<file path="config.mk">
export PLATFORM = sky130hd
export DESIGN_NAME = i2c_mbox_master
export DESIGN_NICKNAME = d
export VERILOG_FILES = /design/src/rtl/i2c_mbox_pkg.sv /design/src/rtl/i2c_tick_gen.sv /design/src/rtl/i2c_bit_engine.sv /design/src/rtl/i2c_byte_seq.sv /design/src/rtl/i2c_mbox_master.sv
export SDC_FILE = /design/constraint.sdc
export NUM_CORES = 1
export LEC_CHECK = 0
export ABC_AREA = 1
export BUFFER_PORTS_ARGS = -buffer_cell sky130_fd_sc_hd__buf_2
export CAP_MARGIN = 5
export CORE_ASPECT_RATIO = 0.9
export CORE_MARGIN = 10
export CORE_UTILIZATION = 55
export DETAILED_ROUTE_END_ITERATION = 7
export PLACE_DENSITY = 0.71
export SYNTH_ARGS = -nofsm -noshare
export SYNTH_HDL_FRONTEND = slang
export SYNTH_SLANG_ARGS = --single-unit
</file>
<file path="constraint.sdc">
create_clock -name clk_i -period 3.1 [get_ports clk_i]
set_clock_uncertainty 0.05 [all_clocks]
set_input_delay 0.155 -clock clk_i [delete_from_list [all_inputs] [get_ports clk_i]]
set_output_delay 0.155 -clock clk_i [all_outputs]
set_load 0.02 [all_outputs]
</file>
<file path="src/rtl/i2c_mbox_pkg.sv">
package i2c_mbox_pkg;
  typedef enum logic [1:0] {OP_START, OP_STOP, OP_BIT} bit_op_e;
  typedef enum logic [1:0] {K_START, K_TXB, K_RXB, K_STOP} step_e;

  localparam logic [1:0] SEL_STATUS = 2'd0;
  localparam logic [1:0] SEL_OPND   = 2'd1;
  localparam logic [1:0] SEL_CMD    = 2'd2;
  localparam logic [1:0] SEL_RDBOX  = 2'd3;

  localparam int BUSY_BIT  = 12;
  localparam int NACK_BIT  = 13;
  localparam int RDONE_BIT = 14;
  localparam int DIR_BIT   = 10;
endpackage

</file>
<file path="src/rtl/i2c_tick_gen.sv">
module i2c_tick_gen #(
  parameter int QTR_DIV = 125
) (
  input  logic clk_i,
  input  logic rst_ni,
  output logic tick_o
);
  localparam int CW = (QTR_DIV > 1) ? $clog2(QTR_DIV) : 1;
  localparam logic [CW-1:0] LAST = CW'(QTR_DIV - 1);

  logic [CW-1:0] cnt_q;

  always_ff @(posedge clk_i or negedge rst_ni) begin
    if (!rst_ni)            cnt_q <= '0;
    else if (cnt_q == LAST) cnt_q <= '0;
    else                    cnt_q <= cnt_q + 1'b1;
  end

  assign tick_o = (cnt_q == LAST);

  generate
    if (QTR_DIV > 1) begin : g_gap

      tick_gap_chk: assert property (@(posedge clk_i) disable iff (!rst_ni)
        tick_o |=> !tick_o);
    end
  endgenerate
endmodule

</file>
<file path="src/rtl/i2c_bit_engine.sv">
module i2c_bit_engine
  import i2c_mbox_pkg::*;
(
  input  logic    clk_i,
  input  logic    rst_ni,
  input  logic    tick_i,
  input  logic    req_i,
  input  bit_op_e op_i,
  input  logic    tx_i,
  output logic    ready_o,
  output logic    done_o,
  output logic    rx_o,
  output logic    scl_o,
  output logic    sda_o,
  input  logic    sda_i
);
  logic       running_q, done_q, rx_q, tx_q, scl_q, sda_q;
  logic [1:0] phase_q;
  bit_op_e    op_q;

  // Every operation is four quarter-periods; line levels change on ticks only.
  always_ff @(posedge clk_i or negedge rst_ni) begin
    if (!rst_ni) begin
      running_q <= 1'b0;
      done_q    <= 1'b0;
      rx_q      <= 1'b1;
      tx_q      <= 1'b1;
      scl_q     <= 1'b1;
      sda_q     <= 1'b1;
      phase_q   <= '0;
      op_q      <= OP_STOP;
    end else begin
      done_q <= 1'b0;
      if (!running_q && req_i) begin
        running_q <= 1'b1;
        phase_q   <= '0;
        op_q      <= op_i;
        tx_q      <= tx_i;
      end else if (running_q && tick_i) begin
        phase_q <= phase_q + 1'b1;
        unique case (op_q)
          OP_START: unique case (phase_q)
            2'd0: sda_q <= 1'b1;
            2'd1: scl_q <= 1'b1;
            2'd2: sda_q <= 1'b0;
            2'd3: scl_q <= 1'b0;
          endcase
          OP_STOP: unique case (phase_q)
            2'd0: sda_q <= 1'b0;
            2'd1: scl_q <= 1'b1;
            2'd2: sda_q <= 1'b1;
            2'd3: ;
          endcase
          default: unique case (phase_q)
            2'd0: sda_q <= tx_q;
            2'd1: scl_q <= 1'b1;
            2'd2: rx_q  <= sda_i;
            2'd3: scl_q <= 1'b0;
          endcase
        endcase
        if (phase_q == 2'd3) begin
          running_q <= 1'b0;
          done_q    <= 1'b1;
        end
      end
    end
  end

  assign ready_o = !running_q;
  assign done_o  = done_q;
  assign rx_o    = rx_q;
  assign scl_o   = scl_q;
  assign sda_o   = sda_q;


  sda_hold_chk: assert property (@(posedge clk_i) disable iff (!rst_ni)
    (running_q && op_q == OP_BIT && scl_q && $past(scl_q)) |-> $stable(sda_q));
endmodule

</file>
<file path="src/rtl/i2c_byte_seq.sv">
module i2c_byte_seq
  import i2c_mbox_pkg::*;
(
  input  logic       clk_i,
  input  logic       rst_ni,
  input  logic       start_i,
  input  logic       is_rd_i,
  input  logic [6:0] dev_i,
  input  logic [7:0] reg_i,
  input  logic [7:0] data_i,
  output logic       busy_o,
  output logic       nack_o,
  output logic       rd_valid_o,
  output logic [7:0] rd_byte_o,
  output logic       eng_req_o,
  output bit_op_e    eng_op_o,
  output logic       eng_tx_o,
  input  logic       eng_ready_i,
  input  logic       eng_done_i,
  input  logic       eng_rx_i
);
  logic       busy_q, wait_q, is_rd_q, nack_q, rdv_q;
  logic [2:0] idx_q;
  logic [3:0] bit_q;
  logic [6:0] dev_q;
  logic [7:0] reg_q, dat_q, rxsh_q, rd_byte_q;

  function automatic step_e kind_of(input logic rd, input logic [2:0] idx);
    if (!rd) begin
      unique case (idx)
        3'd0:             return K_START;
        3'd1, 3'd2, 3'd3: return K_TXB;
        default:          return K_STOP;
      endcase
    end else begin
      unique case (idx)
        3'd0, 3'd3:       return K_START;
        3'd1, 3'd2, 3'd4: return K_TXB;
        3'd5:             return K_RXB;
        default:          return K_STOP;
      endcase
    end
  endfunction

  step_e      cur_kind;
  logic [7:0] txb;
  logic [2:0] bsel, stop_idx;

  always_comb begin
    cur_kind = kind_of(is_rd_q, idx_q);
    stop_idx = is_rd_q ? 3'd6 : 3'd4;
    bsel     = 3'd7 - bit_q[2:0];
    unique case (idx_q)
      3'd1:    txb = {dev_q, 1'b0};
      3'd2:    txb = reg_q;
      3'd3:    txb = dat_q;
      3'd4:    txb = {dev_q, 1'b1};
      default: txb = 8'hFF;
    endcase
    unique case (cur_kind)
      K_START: eng_op_o = OP_START;
      K_STOP:  eng_op_o = OP_STOP;
      default: eng_op_o = OP_BIT;
    endcase
    eng_tx_o = (cur_kind == K_TXB && bit_q != 4'd8) ? txb[bsel] : 1'b1;
  end

  assign eng_req_o = busy_q && !wait_q && eng_ready_i;

  always_ff @(posedge clk_i or negedge rst_ni) begin
    if (!rst_ni) begin
      busy_q <= 1'b0; wait_q <= 1'b0; is_rd_q <= 1'b0;
      nack_q <= 1'b0; rdv_q  <= 1'b0;
      idx_q  <= '0;   bit_q  <= '0;   dev_q   <= '0;
      reg_q  <= '0;   dat_q  <= '0;   rxsh_q  <= '0; rd_byte_q <= '0;
    end else begin
      nack_q <= 1'b0;
      rdv_q  <= 1'b0;
      if (!busy_q) begin
        if (start_i) begin
          busy_q  <= 1'b1;
          wait_q  <= 1'b0;
          idx_q   <= '0;
          bit_q   <= '0;
          is_rd_q <= is_rd_i;
          dev_q   <= dev_i;
          reg_q   <= reg_i;
          dat_q   <= data_i;
        end
      end else if (!wait_q) begin
        if (eng_req_o) wait_q <= 1'b1;
      end else if (eng_done_i) begin
        wait_q <= 1'b0;
        unique case (cur_kind)
          K_START: idx_q <= idx_q + 1'b1;
          K_TXB: begin
            if (bit_q != 4'd8) bit_q <= bit_q + 1'b1;
            else begin
              bit_q <= '0;
              if (eng_rx_i) begin
                nack_q <= 1'b1;
                idx_q  <= stop_idx;
              end else idx_q <= idx_q + 1'b1;
            end
          end
          K_RXB: begin
            if (bit_q != 4'd8) begin
              rxsh_q <= {rxsh_q[6:0], eng_rx_i};
              bit_q  <= bit_q + 1'b1;
            end else begin
              bit_q     <= '0;
              idx_q     <= idx_q + 1'b1;
              rd_byte_q <= rxsh_q;
              rdv_q     <= 1'b1;
            end
          end
          K_STOP: busy_q <= 1'b0;
        endcase
      end
    end
  end

  assign busy_o     = busy_q;
  assign nack_o     = nack_q;
  assign rd_valid_o = rdv_q;
  assign rd_byte_o  = rd_byte_q;


  ignore_busy_cmd_chk: assert property (@(posedge clk_i) disable iff (!rst_ni)
    (start_i && busy_q) |=> ($stable(dev_q) && $stable(is_rd_q) && $stable(reg_q) && $stable(dat_q)));
endmodule

</file>
<file path="src/rtl/i2c_mbox_master.sv">
module i2c_mbox_master
  import i2c_mbox_pkg::*;
#(
  parameter int QTR_DIV = 125
) (
  input  logic        clk_i,
  input  logic        rst_ni,
  input  logic [1:0]  reg_sel_i,
  input  logic        reg_we_i,
  input  logic [15:0] reg_wdata_i,
  output logic [15:0] reg_rdata_o,
  output logic        scl_oe_o,
  output logic        sda_oe_o,
  input  logic        sda_i
);
  logic        tick, eng_req, eng_tx, eng_ready, eng_done, eng_rx, scl_lvl, sda_lvl;
  bit_op_e     eng_op;
  logic        seq_busy, seq_nack, seq_rdv;
  logic [7:0]  rd_byte;
  logic [15:0] opnd_q;
  logic        stat_nack_q, stat_rdone_q;
  logic        cmd_ok, cmd_go;

  assign cmd_ok = (reg_wdata_i[15:11] == 5'b11000) && (reg_wdata_i[9:8] == 2'b00)
                  && !reg_wdata_i[0];
  assign cmd_go = reg_we_i && (reg_sel_i == SEL_CMD) && cmd_ok;

  i2c_tick_gen #(.QTR_DIV(QTR_DIV)) u_tick (
    .clk_i(clk_i), .rst_ni(rst_ni), .tick_o(tick));

  i2c_byte_seq u_seq (
    .clk_i(clk_i), .rst_ni(rst_ni),
    .start_i(cmd_go), .is_rd_i(!reg_wdata_i[DIR_BIT]), .dev_i(reg_wdata_i[7:1]),
    .reg_i(opnd_q[7:0]), .data_i(opnd_q[15:8]),
    .busy_o(seq_busy), .nack_o(seq_nack), .rd_valid_o(seq_rdv), .rd_byte_o(rd_byte),
    .eng_req_o(eng_req), .eng_op_o(eng_op), .eng_tx_o(eng_tx),
    .eng_ready_i(eng_ready), .eng_done_i(eng_done), .eng_rx_i(eng_rx));

  i2c_bit_engine u_eng (
    .clk_i(clk_i), .rst_ni(rst_ni), .tick_i(tick),
    .req_i(eng_req), .op_i(eng_op), .tx_i(eng_tx),
    .ready_o(eng_ready), .done_o(eng_done), .rx_o(eng_rx),
    .scl_o(scl_lvl), .sda_o(sda_lvl), .sda_i(sda_i));

  always_ff @(posedge clk_i or negedge rst_ni) begin
    if (!rst_ni) begin
      opnd_q       <= '0;
      stat_nack_q  <= 1'b0;
      stat_rdone_q <= 1'b0;
    end else begin
      if (reg_we_i && reg_sel_i == SEL_OPND) opnd_q <= reg_wdata_i;
      // set wins over a same-cycle clear
      if (seq_nack)
        stat_nack_q <= 1'b1;
      else if (reg_we_i && reg_sel_i == SEL_STATUS && reg_wdata_i[NACK_BIT])
        stat_nack_q <= 1'b0;
      if (seq_rdv)
        stat_rdone_q <= 1'b1;
      else if (reg_we_i && reg_sel_i == SEL_STATUS && reg_wdata_i[RDONE_BIT])
        stat_rdone_q <= 1'b0;
    end
  end

  always_comb begin
    reg_rdata_o = '0;
    unique case (reg_sel_i)
      SEL_STATUS: begin
        reg_rdata_o[BUSY_BIT]  = seq_busy;
        reg_rdata_o[NACK_BIT]  = stat_nack_q;
        reg_rdata_o[RDONE_BIT] = stat_rdone_q;
      end
      SEL_OPND:  reg_rdata_o = opnd_q;
      SEL_CMD:   reg_rdata_o = '0;
      SEL_RDBOX: reg_rdata_o = {rd_byte, 8'h00};
    endcase
  end

  assign scl_oe_o = !scl_lvl;
  assign sda_oe_o = !sda_lvl;


  idle_release_chk: assert property (@(posedge clk_i) disable iff (!rst_ni)
    !seq_busy |-> (!scl_oe_o && !sda_oe_o));

  rdone_src_chk: assert property (@(posedge clk_i) disable iff (!rst_ni)
    $rose(stat_rdone_q) |-> $past(seq_rdv));

  nack_set_chk: assert property (@(posedge clk_i) disable iff (!rst_ni)
    seq_nack |=> stat_nack_q);
endmodule

</file>
==> implementation parameters, run 1 <==
Parameter                              Value

Timing
  Maximum clock frequency    396.6 MHz
  Final Slew Violations    0
  Setup violation total in the final timing report    0
  Slew at the pin closest to its max-slew limit    roughly 1.1 ns
  Fin Setup TNS    0 ns
  RSZ-0062 raised after global routing    no
  Slew Limit Headroom    0.2852
  Count of endpoints failing hold in the final timing report    0
  Clock period minus worst slack    2.521 ns
  Fraction of the cycle the final worst path needs    0.8134

Clocking
  Clock H-tree levels    3
  Sinks on Clock Net    between 80 and 90
  Skew-Pair Late Insertion Delay    roughly 0.35 ns
  Clock slew at reported path FFs    roughly 0.090 ns
  Resized Gates After CTS    0
  Post-CTS Repair Setup Buffers    0
  Root cell of the clock tree    clkbuf_8
  Num CTS Buffers    9
  TritonCTS clock tree    built
  Maximum buffer depth of the clock tree    2
  # hold bufs at CTS    4

Drt
  Number of vias after detailed routing    ~3400
  Total length of routed wires    8.839 mm
  Post-route antenna net violation count    0
  Number of iterations in the first detailed-routing pass    4
  Number of design rule violations left after detail routing    0
  Average detailed-routed wire length per instance    13.64 um
  Detailed router's first-iteration violation count    183
  Via-to-Cell Ratio    about 5.2

Min path
  Number of instances on the worst hold path    3
  WHS Endpoint    u_seq.dev_q[5]
  Hold wc startpoint    reg_wdata_i[6]
  Path type of the worst min-delay path    in -> reg

Placement
  Placed wire-length estimate    6.448 mm
  Routability-driven placement congestion ratio    0.8905
  Port buffer count    39
  Instance area at placement    4584 um^2

Pwr
  P_leak    0.002410 uW
  Power per standard cell area    445.8 nW/um^2
  Worst ir drop on vdd    roughly 0.32 mV

Floorplan
  Core box area    7620 um^2
  Die span in x    about 110 um
  Die Outline Area    11840 um^2
  Effective utilization at floorplan    0.5691
  Top-level port count    40
  Die H    104.2 um
  Std-Cell Rows    30

Synthesis
  Yosys cell types    35
  Average cell area after synthesis    8.604 um^2
  Register bit count reported by yosys    86
  Synthesized netlist net count    543
  Register area share after synthesis    0.4977
  Mapped Area    4337 um^2
  Number of instances in the synthesized netlist    504
  Warning count from the yosys run    0

Finish
  Antenna diode instance count    0
  Final standard cell area without fillers    4830 um^2
  Fin util    0.6338
  # nets final    about 590
  Area growth syn-to-layout    11.37%
  Most common library cell in the layout ignoring fill and taps    nand2_1
  Share of cells above drive strength 1    0.1902
  Layout filler cell count    approximately 680
  Commonest cells after routing, fill and taps aside    nand2_1 (120), dfrtp_1 (81), inv_1 (72)

Critical path
  CP Max Fanout    9
  Worst path required time    around 3.3 ns
  WS Path Type    reg -> reg
  Worst stage delay on the critical path    0.43 ns
  Slowest cell on crit path    dfrtp_1
  Number of cell instances on the worst register-to-register path    14
  Setup crit end kind    flop
  Signal arrival time at the worst endpoint    2.72 ns
  Critical R2R Launch    u_seq.idx_q[0]
  Reg-to-reg setup timing slack    0.58 ns
  R2R Path End    u_seq.idx_q[1]
  Cell-by-cell trace of the critical path    ha_1, ha_1, inv_1, nand3_1, o21ai_0, and2_1, inv_1, ha_1, nand2_1, inv_1, o21ai_0, a21oi_1, nand4_1, nand2_1
  Category of the worst setup path launch point    flop

Global routing
  Antenna violations before repair    0
  Number of global-route vias before repair    3284
  Remaining global-route overflow    0
  First-pass GRT wire length    15.14 mm
  Overall Global Routing Usage    0.1526
  Largest net degree at the start of global routing    87

Outcome
  Outcome    finished, final reports clean

Flow run
  Reported max-cap violation count    0
==> report_power, final <==
part | internal [uW] | switching [uW]
Sequential | 1160 | 20.9
Clock | 399 | 408
Combinational | 50.4 | 112
==> worst max-delay path: cells and delay by family, from the launching register on <==
kind                     cells  cell delay [ns]
adder cells (fa/ha/maj)      3             0.74
AND/OR/NAND/NOR              5             0.58
flip-flops                   1             0.43
AO/OA/AOI/OAI                3             0.35
buffers and inverters        3             0.27
==> cells by family (layout without fill, tap and decap cells) <==
| logic type | count (synthesis) | after routing | synth area share |
|---|---|---|---|
| simple gates | 211 | 211 | 0.2274 |
| compound gates | 96 | 96 | 0.1319 |
| buf+inv | 90 | 138 | 0.08598 |
| flops | 86 | 86 | 0.4977 |
| fa+ha+maj | 17 | 17 | 0.04905 |
| xor+xnor | 4 | 4 | 0.008080 |
==> per-layer routing <==
layer | GRT usage | share of wire
met5 | 0 | 0
met4 | 0.03895 | 0.011
met3 | 0.03922 | 0.049
met2 | 0.2347 | 0.46
met1 | 0.2076 | 0.48
==> flip-flops by register name (all words and copies together), names as in the netlist, 2 cells and up <==
name             cells
u_seq.reg_q          8
u_eng.phase_q        2
u_seq.rd_byte_o      8
u_seq.dev_q          7
u_seq.dat_q          8
u_seq.idx_q          3
u_eng.op_q           2
u_seq.bit_q          4
opnd_q              16
u_seq.rxsh_q         8
u_tick.cnt_q         7
==> Yosys cell counts (all sizes together) <==
cell | n | area (um^2)
nand2 | 128 | 530.5
dfrtp | 81 | 2027
inv | 78 | 295.3
o21ai | 71 | 434.2
nor2 | 39 | 186.4
nand3 | 30 | 177.7
a21oi | 20 | 100.1
ha | 17 | 212.7
buf | 6 | 53.79
clkbuf | 6 | 23.77
nand4 | 6 | 37.54
nor3 | 6 | 40.04
dfstp | 5 | 131.4
o211ai | 3 | 22.52
xor2 | 3 | 26.28
a22oi | 1 | 7.510
and2 | 1 | 6.260
nor3b | 1 | 7.510
o21bai | 1 | 7.510
xnor2 | 1 | 8.760
==> metrics by stage <==
stage	std cells	power (uW)	setup WS, ns	hold WS [ns]
after global routing	648	2235	0.3127	0.009122
after detailed placement	628	1367	0.6132	0.3198
after CTS	648	2170	0.6008	0.0007335
after floorplan	504	1291	0.7820	-0.1906
final	648	2153	0.5785	0.006959
after global placement	628	1362	0.7138	0.3170
==> layout make-up <==
cell class	instances	area, um^2	area share
Inverter	78	295.3	0.06114
Timing Repair Buffer	44	245.2	0.05078
Sequential cell	86	2158	0.4469
Clock inverter	6	67.56	0.01399
Multi-Input combinational cell	328	1805	0.3738
Clock buffer	10	137.6	0.02850
Tap cell	96	120.1	0.02487
==> worst max-delay path by stage <==
stage	startpoint	end	slack [ns]
floorplan	u_seq.idx_q[0]	u_seq.rxsh_q[6]	0.78
global placement	u_seq.idx_q[0]	u_seq.idx_q[1]	0.71
finish	u_seq.idx_q[0]	u_seq.idx_q[1]	0.58
detailed placement	u_seq.idx_q[0]	u_seq.idx_q[1]	0.61
global route	u_seq.idx_q[0]	u_seq.bit_q[3]	0.31
CTS	u_seq.idx_q[0]	u_seq.idx_q[0]	0.60
Note: power is estimated with default switching activity, not from simulation.
==> run 2: changes to the inputs <==
==> constraint.sdc (replaced) <==
create_clock -name clk_i -period 2.6 [get_ports clk_i]
set_clock_uncertainty 0.05 [all_clocks]
set_input_delay 0.13 -clock clk_i [delete_from_list [all_inputs] [get_ports clk_i]]
set_output_delay 0.13 -clock clk_i [all_outputs]
set_load 0.02 [all_outputs]
==> run 2 against run 1 <==
Net effect: hold slack gained 0.0024 ns; combinational power grew 26%; highest routed layer unchanged; sequential share of layout area shrank 1.1 points; global-route usage grew 0.38 points; die area is the same; critical endpoint unchanged; routed wire length grew 0.64%; critical path depth grew 2; core utilization grew 1.7 points; non-clock buffer count grew 10; final cell count grew 1.5%; sequential power grew 19%; clock power grew 29%.
==> implementation parameters, run 2 (synthesized netlist as in run 1, its figures left out) <==
Parameter                              Value

Finish
  Share of cells above drive strength 1    0.1904 (was 0.1902)
  Largest Register    opnd_q (unchanged)
  Largest register FFs    16 (unchanged)
  Post-layout instance count excluding filler cells    658 (was 648)
  Commonest cells after routing, fill and taps aside    nand2_1 (120), dfrtp_1 (81), inv_1 (72) (unchanged)
  # nets final    596 (was 586)
  Area growth syn-to-layout    14.28% (was 11.37%)
  Most common library cell in the layout ignoring fill and taps    nand2_1 (unchanged)
  Layout filler cell count    687 (was 675)
  Antenna diode instance count    0 (unchanged)

Critical path
  Worst setup path startpoint    u_seq.idx_q[0] (unchanged)
  Worst path required time    2.80 ns (was 3.30 ns)
  Crit path max-delay family    simple AND/OR/NAND/NOR gates (was adder cells)
  R2R Path End    u_seq.idx_q[1] (unchanged)
  Signal arrival time at the worst endpoint    2.57 ns (was 2.72 ns)
  Number of cell instances on the worst register-to-register path    16 (was 14)
  Critical R2R Launch    u_seq.idx_q[0] (unchanged)
  WS Path Type    reg -> reg (unchanged)
  Setup crit end kind    flop (unchanged)
  Reg-to-reg setup timing slack    0.23 ns (was 0.58 ns)
  Worst stage delay on the critical path    0.43 ns (about the same)
  Capturing element of the worst setup path    u_seq.idx_q[1] (unchanged)
  Cell-by-cell trace of the critical path    inv_1, ha_1, nand2_1, nand2_4, nor2_8, nand4_1, nand3_1, and2_4, inv_1, ha_1, nand2_1, inv_1, o21ai_0, a21oi_1, nand4_1, nand2_1 (was ha_1, ha_1, inv_1, nand3_1, o21ai_0, and2_1, inv_1, ha_1, nand2_1, inv_1, o21ai_0, a21oi_1, nand4_1, nand2_1)
  CP Max Fanout    8 (was 9)
  Instance count on the critical path    16 (was 14)
  Worst path buffer plus inverter count    3 (unchanged)
  Slowest cell on crit path    dfrtp_1 (unchanged)
  Category of the worst setup path launch point    flop (unchanged)

Drt
  Number of iterations in the first detailed-routing pass    5 (was 4)
  Average detailed-routed wire length per instance    13.52 um (was 13.64 um)
  Number of design rule violations left after detail routing    0 (unchanged)
  Detailed router's first-iteration violation count    187 (was 183)
  Via-to-Cell Ratio    5.099 (was 5.190)
  Number of vias after detailed routing    3355 (was 3363)
  Post-route antenna net violation count    0 (unchanged)
  Total length of routed wires    8.896 mm (was 8.839 mm)

Pwr
  Gate power share    0.078 (was 0.076)
  Register share of total power    0.531 (was 0.550)
  Switching power share of the total    0.2444 (was 0.2515)
  Total power of the final layout    2656 uW (was 2153 uW)
  Worst ir drop on vdd    0.3282 mV (was 0.3243 mV)
  Net switching component of the power    649.2 uW (was 541.5 uW)
  Power per standard cell area    536.0 nW/um^2 (was 445.8 nW/um^2)
  Relative contribution of the clock network to total power    0.391 (was 0.375)
  P_leak    0.002468 uW (was 0.002410 uW)
  Internal Power    2007 uW (was 1612 uW)

Timing
  Setup violation total in the final timing report    0 (unchanged)
  Slew at the pin closest to its max-slew limit    0.9172 ns (was 1.072 ns)
  Count of endpoints failing hold in the final timing report    0 (unchanged)
  Fin Setup TNS    0 ns (unchanged)
  Clock period minus worst slack    2.372 ns (was 2.521 ns)
  Min setup slack post-route    0.2277 ns (was 0.5785 ns)
  Slew Limit Headroom    0.3871 (was 0.2852)
  Maximum clock frequency    421.5 MHz (was 396.6 MHz)
  Final Slew Violations    0 (unchanged)
  Tightest hold margin    0.009338 ns (was 0.006959 ns)
  RSZ-0062 raised after global routing    no (unchanged)
  Fraction of the cycle the final worst path needs    0.9124 (was 0.8134)

Global routing
  Number of global-route vias before repair    3288 (was 3284)
  Antenna violations before repair    0 (unchanged)
  Largest net degree at the start of global routing    50 (was 87)
  Overall Global Routing Usage    0.1564 (was 0.1526)
  Remaining global-route overflow    0 (unchanged)
  First-pass GRT wire length    15.48 mm (was 15.14 mm)

Floorplan
  Die Outline Area    11840 um^2 (unchanged)
  Top-level port count    40 (unchanged)
  Die span in x    113.6 um (unchanged)
  Die H    104.2 um (unchanged)
  Core box area    7620 um^2 (unchanged)
  Effective utilization at floorplan    0.5691 (unchanged)
  Std-Cell Rows    30 (unchanged)

Placement
  Routability-driven placement congestion ratio    0.8955 (was 0.8905)
  Placed wire-length estimate    6.617 mm (was 6.448 mm)
  Port buffer count    39 (unchanged)
  Count of placed standard cells including taps    630 (was 628)
  Placement-stage worst setup slack    0.1720 ns (was 0.6132 ns)

Clocking
  Clock slew at reported path FFs    0.08 ns (was 0.09 ns)
  Sinks on Clock Net    86 (unchanged)
  Post-CTS Repair Setup Buffers    0 (unchanged)
  Num CTS Buffers    9 (unchanged)
  Clock H-tree levels    3 (unchanged)
  TritonCTS clock tree    built (unchanged)
  Skew-Pair Late Insertion Delay    0.36 ns (was 0.35 ns)
  Root cell of the clock tree    clkbuf_8 (unchanged)
  Maximum buffer depth of the clock tree    2 (unchanged)

Min path
  Path type of the worst min-delay path    in -> reg (unchanged)

Flow run
  Reported max-cap violation count    0 (unchanged)

Outcome
  Outcome    finished, final reports clean (unchanged)
-- run 2: changes by cell type in the layout (fill, tap and decap cells not counted), sizes merged --
cell         delta
dlygate4sd3     +8
buf             +2
bufinv          +1
clkinvlp        -1
-- run 2: tightest hold or removal path, cell delays in order --
cell,delay (ns)
buf_2,0.09
inv_1,0.06
o21ai_0,0.08
-- run 2: power groups by stage --
stage / Clock (uW) / Combinational (uW) / Sequential [uW]
after CTS: 1060 / 210 / 1410
after floorplan: 0 / 108 / 1430
after global routing: 1130 / 238 / 1420
after global placement: 0 / 192 / 1440
final: 1040 / 206 / 1410
after detailed placement: 0 / 195 / 1440
-- run 2: area by class of cell --
class	instances	area [um^2]	area share
inverters	78	295.3	0.05958
repair buffers	54	352.8	0.07119
clock inverters	6	93.84	0.01893
clock buffers	10	127.6	0.02575
multi-input cells	328	1808	0.3648
well taps	96	120.1	0.02424
flip-flops and latches	86	2158	0.4355
-- run 2: stage by stage --
stage               cell area [um^2]  utilization
global placement                4612       0.6053
global route                    4956       0.6504
CTS                             4954       0.6501
finish                          4956       0.6504
detailed placement              4612       0.6053
floorplan                       4337            -
-- run 2: how the worst min path moves through the flow --
| stage | start | depth (start not counted) | end | slack, ns |
|---|---|---|---|---|
| after floorplan | rst_ni | 0 | opnd_q[0] | -0.22 |
| after detailed placement | rst_ni | 1 | opnd_q[5] | 0.15 |
| after global routing | reg_wdata_i[14] | 3 | opnd_q[14] | 0.0006 |
| final | reg_wdata_i[1] | 3 | u_seq.dev_q[0] | 0.009 |
| after global placement | rst_ni | 1 | opnd_q[3] | 0.15 |
| after CTS | reg_wdata_i[1] | 3 | u_seq.dev_q[0] | 0.003 |
-- run 2: per-layer routing --
layer / vias to the layer above / GRT usage / share of wire
met5: - / 0 / 0
li1: 1702 / - / -
met2: 60 / 0.2384 / 0.46
met4: 0 / 0.03351 / 0.012
met3: 13 / 0.04960 / 0.049
met1: 1580 / 0.2115 / 0.48
-- run 2: timing repair --
| action | in CTS | in global routing |
|---|---|---|
| hold buffers | 12 | 0 |
| endpoints found under the setup margin | 0 | 18 |
| endpoints found under the hold margin | 56 | 0 |
| gates resized for setup | 0 | 2 |
